==> src/rtl/keyq_pkg.sv <==
package keyq_pkg;
  parameter int KEYQ_CODE_W = 7;
  parameter int KEYQ_ENTRY_W = KEYQ_CODE_W + 1;

  // Modular slot arithmetic; mask is depth-1 for a power-of-two depth.
  function automatic logic [7:0] keyq_wrap_add(logic [7:0] a, logic [7:0] b, logic [7:0] mask);
    return (a + b) & mask;
  endfunction

  // Index lies inside the filled part of the queue.
  function automatic logic keyq_below(logic [15:0] idx, logic [15:0] lvl);
    return idx < lvl;
  endfunction

  // Entry byte: direction flag on top, code underneath.
  function automatic logic [KEYQ_ENTRY_W-1:0] keyq_pack(logic press, logic [KEYQ_CODE_W-1:0] code);
    return {press, code};
  endfunction
endpackage

==> src/rtl/keyq_store.sv <==
module keyq_store #(
  parameter int DEPTH = 16,
  parameter int EW = 8,
  localparam int AW = $clog2(DEPTH)
) (
  input  logic          clk,
  input  logic          we,
  input  logic [AW-1:0] waddr,
  input  logic [EW-1:0] wdata,
  input  logic [AW-1:0] raddr,
  output logic [EW-1:0] rdata
);
  logic [EW-1:0] slot [DEPTH];

  for (genvar g = 0; g < DEPTH; g++) begin : g_slot
    always_ff @(posedge clk) begin
      if (we && (waddr == AW'(g))) slot[g] <= wdata;
    end
  end

  assign rdata = slot[raddr];
endmodule

==> src/rtl/keyq_ctrl.sv <==
module keyq_ctrl
  import keyq_pkg::*;
#(
  parameter int DEPTH = 16,
  localparam int AW = $clog2(DEPTH),
  localparam int LW = AW + 1
) (
  input  logic          clk,
  input  logic          rst,
  input  logic          clr,
  input  logic          ev_valid,
  input  logic          pop_req,
  output logic [AW-1:0] q_start,
  output logic [LW-1:0] q_len,
  output logic [AW-1:0] waddr,
  output logic          accept,
  output logic          ovf_hit,
  output logic          pop_ok,
  output logic          ovf_flag,
  output logic          key_irq
);
  localparam logic [LW-1:0] FULL = LW'(DEPTH);
  localparam logic [7:0] MASK = 8'(DEPTH - 1);

  logic full;
  assign full    = (q_len == FULL);
  assign accept  = ev_valid && !clr && !ovf_flag && !full;
  assign ovf_hit = ev_valid && !clr && !ovf_flag && full;
  assign pop_ok  = pop_req && !clr && (q_len > LW'(1));
  assign waddr   = AW'(keyq_wrap_add(8'(q_start), 8'(q_len), MASK));

  always_ff @(posedge clk) begin
    if (rst || clr) begin
      q_start  <= '0;
      q_len    <= '0;
      ovf_flag <= 1'b0;
      key_irq  <= 1'b0;
    end else begin
      if (pop_ok) q_start <= AW'(keyq_wrap_add(8'(q_start), 8'd1, MASK));
      case ({accept, pop_ok})
        2'b10:   q_len <= q_len + 1'b1;
        2'b01:   q_len <= q_len - 1'b1;
        default: q_len <= q_len;
      endcase
      ovf_flag <= ovf_flag | ovf_hit;
      key_irq  <= accept;
    end
  end
endmodule

==> src/rtl/keyq_rdport.sv <==
module keyq_rdport
  import keyq_pkg::*;
#(
  parameter int DEPTH = 16,
  parameter int IDX_W = 8,
  parameter int EW = 8,
  localparam int AW = $clog2(DEPTH),
  localparam int LW = AW + 1
) (
  input  logic             clk,
  input  logic             rst,
  input  logic             rd_en,
  input  logic             rd_peek,
  input  logic [IDX_W-1:0] rd_idx,
  input  logic [AW-1:0]    q_start,
  input  logic [LW-1:0]    q_len,
  input  logic [EW-1:0]    mem_data,
  output logic [AW-1:0]    raddr,
  output logic [EW-1:0]    rd_data
);
  localparam logic [7:0] MASK = 8'(DEPTH - 1);

  logic in_fill;

  always_comb begin
    if (rd_peek) begin
      raddr   = AW'(keyq_wrap_add(8'(q_start), 8'(rd_idx[AW-1:0]), MASK));
      in_fill = keyq_below(16'(rd_idx), 16'(q_len));
    end else begin
      raddr   = AW'(keyq_wrap_add(8'(q_start), 8'd1, MASK));
      in_fill = (q_len > LW'(1));
    end
  end

  always_ff @(posedge clk) begin
    if (rst) rd_data <= '0;
    else if (rd_en) rd_data <= in_fill ? mem_data : '0;
  end
endmodule

==> src/rtl/keyq_top.sv <==
module keyq_top
  import keyq_pkg::*;
#(
  parameter int DEPTH = 16,
  parameter int IDX_W = 8,
  localparam int AW = $clog2(DEPTH),
  localparam int LW = AW + 1
) (
  input  logic                    clk,
  input  logic                    rst,
  input  logic                    clr,
  input  logic                    ev_valid,
  input  logic [KEYQ_CODE_W-1:0]  ev_code,
  input  logic                    ev_press,
  input  logic                    rd_en,
  input  logic                    rd_peek,
  input  logic [IDX_W-1:0]        rd_idx,
  output logic [KEYQ_ENTRY_W-1:0] rd_data,
  output logic                    key_irq,
  output logic                    ovf_flag
);
  // Internal events brought out by name for the checker.
  logic [AW-1:0] q_start;
  logic [LW-1:0] q_len;
  logic [AW-1:0] waddr;
  logic [AW-1:0] raddr;
  logic [KEYQ_ENTRY_W-1:0] mem_data;
  logic accept;
  logic ovf_hit;
  logic pop_ok;
  logic pop_req;

  assign pop_req = rd_en && !rd_peek;

  keyq_ctrl #(.DEPTH(DEPTH)) u_ctrl (
    .clk(clk), .rst(rst), .clr(clr), .ev_valid(ev_valid), .pop_req(pop_req),
    .q_start(q_start), .q_len(q_len), .waddr(waddr), .accept(accept),
    .ovf_hit(ovf_hit), .pop_ok(pop_ok), .ovf_flag(ovf_flag), .key_irq(key_irq)
  );

  keyq_store #(.DEPTH(DEPTH), .EW(KEYQ_ENTRY_W)) u_store (
    .clk(clk), .we(accept), .waddr(waddr), .wdata(keyq_pack(ev_press, ev_code)),
    .raddr(raddr), .rdata(mem_data)
  );

  keyq_rdport #(.DEPTH(DEPTH), .IDX_W(IDX_W), .EW(KEYQ_ENTRY_W)) u_rd (
    .clk(clk), .rst(rst), .rd_en(rd_en), .rd_peek(rd_peek), .rd_idx(rd_idx),
    .q_start(q_start), .q_len(q_len), .mem_data(mem_data),
    .raddr(raddr), .rd_data(rd_data)
  );
endmodule

==> config.mk <==
export PLATFORM = sky130hd
export DESIGN_NAME = keyq_top
export DESIGN_NICKNAME = d
export VERILOG_FILES = /design/src/rtl/keyq_pkg.sv /design/src/rtl/keyq_store.sv /design/src/rtl/keyq_ctrl.sv /design/src/rtl/keyq_rdport.sv /design/src/rtl/keyq_top.sv
export SDC_FILE = /design/constraint.sdc
export NUM_CORES = 1
export LEC_CHECK = 0
export BUFFER_PORTS_ARGS = -buffer_cell sky130_fd_sc_hd__buf_2
export CAP_MARGIN = 20
export CORE_AREA = 2 2 123 125
export CTS_CLUSTER_SIZE = 28
export DETAILED_ROUTE_END_ITERATION = 7
export DIE_AREA = 0 0 125 127
export PLACE_DENSITY = 0.73
export SLEW_MARGIN = 20
export SYNTH_ARGS = -nofsm -noshare
export SYNTH_HDL_FRONTEND = slang
export SYNTH_SLANG_ARGS = --single-unit
==> constraint.sdc <==
create_clock -name clk -period 6.6 [get_ports clk]
set_clock_uncertainty 0.2 [all_clocks]
set_input_delay 1.32 -clock clk [delete_from_list [all_inputs] [get_ports clk]]
set_output_delay 1.32 -clock clk [all_outputs]
set_load 0.03 [all_outputs]
==> results.json <==
{
  "path_class": "in -> reg",
  "hold_violations": 0,
  "critical-path-max-stage-delay_ns": 0.62,
  "fin_hold_ws_ns": 0.2941,
  "cp_slowest_cell": "buf_6",
  "synth_seq_cells": 147,
  "synth_cells": 451,
  "antenna_found_initial": 1,
  "synth_nets": 490,
  "drv_slew": 0,
  "nets": 522,
  "layout-drive-gt1-share_pct": 15.73,
  "port_buffers": 31,
  "core-area_um2": 14420,
  "maxCapViolCount": 0,
  "cts_root_buf": "clkbuf_16",
  "synth_top_area_share_pct": 59.95,
  "clock_sinks": 147,
  "hp-start": "u_ctrl.ovf_flag$_SDFF_PP0_",
  "cts_max_level": 4,
  "min_to": "u_ctrl.ovf_flag$_SDFF_PP0_",
  "synth_warnings": 0,
  "via_count": 3711,
  "holdPathStages": 2,
  "cts_tree": "yes",
  "r2r-end": "u_rd.rd_data[6]$_SDFFE_PP0P_",
  "gr-total-overflow": 0,
  "tns_ns": 0,
  "pwr_density_cell_nw_per_um2": 286.5,
  "grt_max_degree": 97,
  "dp_hpwl_mm": 7.692,
  "period_share_pct": 60.26,
  "r2r_slack_ns": 3.18,
  "postLayoutCoreUtil_pct": 51.09,
  "yosysSeqAreaShare_pct": 65.89,
  "drt_iter0_drc": 360,
  "drt.antenna.violating_nets": 0,
  "worst_setup_path_start_kind": "primary input",
  "vias_per_cell": 5.449,
  "clk_latency_ns": 0.41,
  "clk_path_buf_depth": 2,
  "cts_made_buffers": 17,
  "fmax_mhz": 251.4,
  "synth_area_leaders": "edfxtp_1 (60%), dfxtp_1 (5.9%), mux2i_1 (5.6%), a211oi_1 (4.0%), nor2b_1 (3.1%)",
  "ctsResizeCount": 0,
  "worst_pin_slew_ns": 0.9784,
  "post_cts_buffers": 0,
  "reg2reg_depth": 9,
  "p_leak_nw": 2.629,
  "cp_cell_sequence": "buf_2 -> ha_1 -> fa_1 -> mux2i_4 -> buf_6 -> nor2b_1 -> a211oi_1 -> a21oi_1 -> mux2_1 -> a221o_1",
  "die_w_um": 125,
  "start_util_pct": 44.45,
  "die_area_um2": 15880,
  "grt_use_met3_pct": 4.439,
  "min_period_ns": 3.977,
  "top_usage_layer": "met2",
  "syn2layout_area_growth_pct": 14.95,
  "cp.arrival_ns": 4.08,
  "cp_max_fo": 96,
  "wl_per_cell_um": 18.12,
  "critPathBufInv": 2,
  "run_status": "finished clean",
  "wl_mm": 12.34,
  "setup_viol": 0,
  "rows": 44,
  "die_h_um": 127,
  "cp_top_family": "buffers and inverters",
  "rr_startpoint": "u_ctrl.q_start[0]$_SDFFE_PP0P_",
  "first_pass_iters": 4,
  "grt_use_met1_pct": 22.13,
  "met2_usage_pct": 25.10,
  "max_slew_margin_pct": 34.53,
  "ios": 32,
  "syn_area_per_cell_um2": 14.22,
  "cp.required_ns": 6.70,
  "endpoint_kind": "register",
  "rsz0062_at_grt": "false",
  "yosys.area.top_type": "edfxtp_1",
  "drcViolationCount": 0,
  "hold_path.class": "reg -> reg",
  "syn_area_um2": 6411,
  "clk_pin_slew_worst_paths_ns": 0.06,
  "synth.distinct_cells": 42,
  "grt_pass1_wl_mm": 19.64,
  "irDropWorstVdd_uv": 189.5,
  "first_global_vias": 3626,
  "track_usage_pct": 16.47,
  "cts_hold_buf": 0,
  "place_congestion": 0.7892
}
## cell usage after synthesis, drive strengths merged
library cell,count
edfxtp,128
a21oi,40
mux2i,36
a211oi,35
nor2,32
nor2b,32
dfxtp,19
mux2,16
ha,15
clkbuf,11
buf,9
a221o,8
and2,8
inv,7
nand2,7
xnor2,7
xor2,7
nand3,5
o21ai,4
or3,3
a21o,2
fa,2
nand2b,2
nand3b,2
or2,2
a21boi,1
a31oi,1
and3,1
and4b,1
nand4b,1
nor3b,1
nor4b,1
o211ai,1
o21bai,1
o32ai,1
or4,1
or4b,1
## area by class of cell
cell class | count | area, um^2
multi-input cells | 277 | 2101
inverters | 7 | 26.28
clock inverters | 12 | 155.1
diodes | 1 | 2.502
flip-flops and latches | 147 | 4224
repair buffers | 33 | 173.9
clock buffers | 20 | 456.7
well taps | 184 | 230.2
fillers | 1208 | 7054
## worst max-delay path by stage
stage | from | end | slack, ns | cells past startpoint
after detailed placement | rd_idx[0] | u_rd.rd_data[6]$_SDFFE_PP0P_ | 1.97 | 10
final | rd_idx[0] | u_rd.rd_data[6]$_SDFFE_PP0P_ | 2.62 | 10
after floorplan | rd_idx[0] | u_rd.rd_data[2]$_SDFFE_PP0P_ | 2.70 | 9
after global routing | rd_idx[0] | u_rd.rd_data[6]$_SDFFE_PP0P_ | 2.46 | 10
after CTS | rd_idx[0] | u_rd.rd_data[6]$_SDFFE_PP0P_ | 2.42 | 10
after global placement | rd_idx[0] | u_rd.rd_data[6]$_SDFFE_PP0P_ | 2.07 | 9
## cells by family after synthesis
group / share of synthesized area [%]
DFF: 65.89
and+or+nand+nor: 8.412
AOI/OAI and AO/OA: 9.856
muxes: 8.431
buffers and inverters: 1.834
adders and majority gates: 3.552
xor gates and xnor gates: 2.030
## tightest hold or removal path, cell delays in order (launching register included)
cell and delay [ns]:
dfxtp_1 0.34, a31oi_1 0.05, nor2_1 0.07
## power breakdown
part	internal, mW	leakage (nW)	switching (mW)	total [mW]
Combinational	0.0456	1.03	0.0758	0.121
Clock	0.615	0.296	0.357	0.972
Sequential	1.02	1.31	0.00284	1.02
## routing by layer
metal / up-vias / share of wire [%]
met3: 25 / 6.5
met4: 2 / 2.1
met2: 108 / 46
met5: - / 0.081
met1: 1789 / 45
li1: 1787 / -
## sequential cells by signal, indices dropped and copies added, names as in the netlist
name             flops
u_store.slot       128
u_rd.rd_data         8
u_ctrl.q_len         5
u_ctrl.q_start       4
u_ctrl.key_irq       1
u_ctrl.ovf_flag      1
## stage by stage
step / total power [mW] / setup slack, ns / std cells / area, um^2
final: 2.111 / 2.623 / 681 / 7370
after global placement: 1.155 / 2.073 / 648 / 6740
after CTS: 2.125 / 2.417 / 680 / 7363
after global routing: 2.185 / 2.465 / 680 / 7367
after floorplan: 1.118 / 2.700 / 451 / 6411
after detailed placement: 1.159 / 1.972 / 648 / 6751
## layout by cell type (no fill, tap or decap), types with 15 or more instances in the layout
cell,n
a211oi_1,34
a21oi_1,39
buf_2,31
clkbuf_16,17
dfxtp_1,19
edfxtp_1,128
ha_1,15
mux2i_1,35
nor2_1,32
nor2b_1,32
No activity file was read; power rests on OpenSTA's default activity.
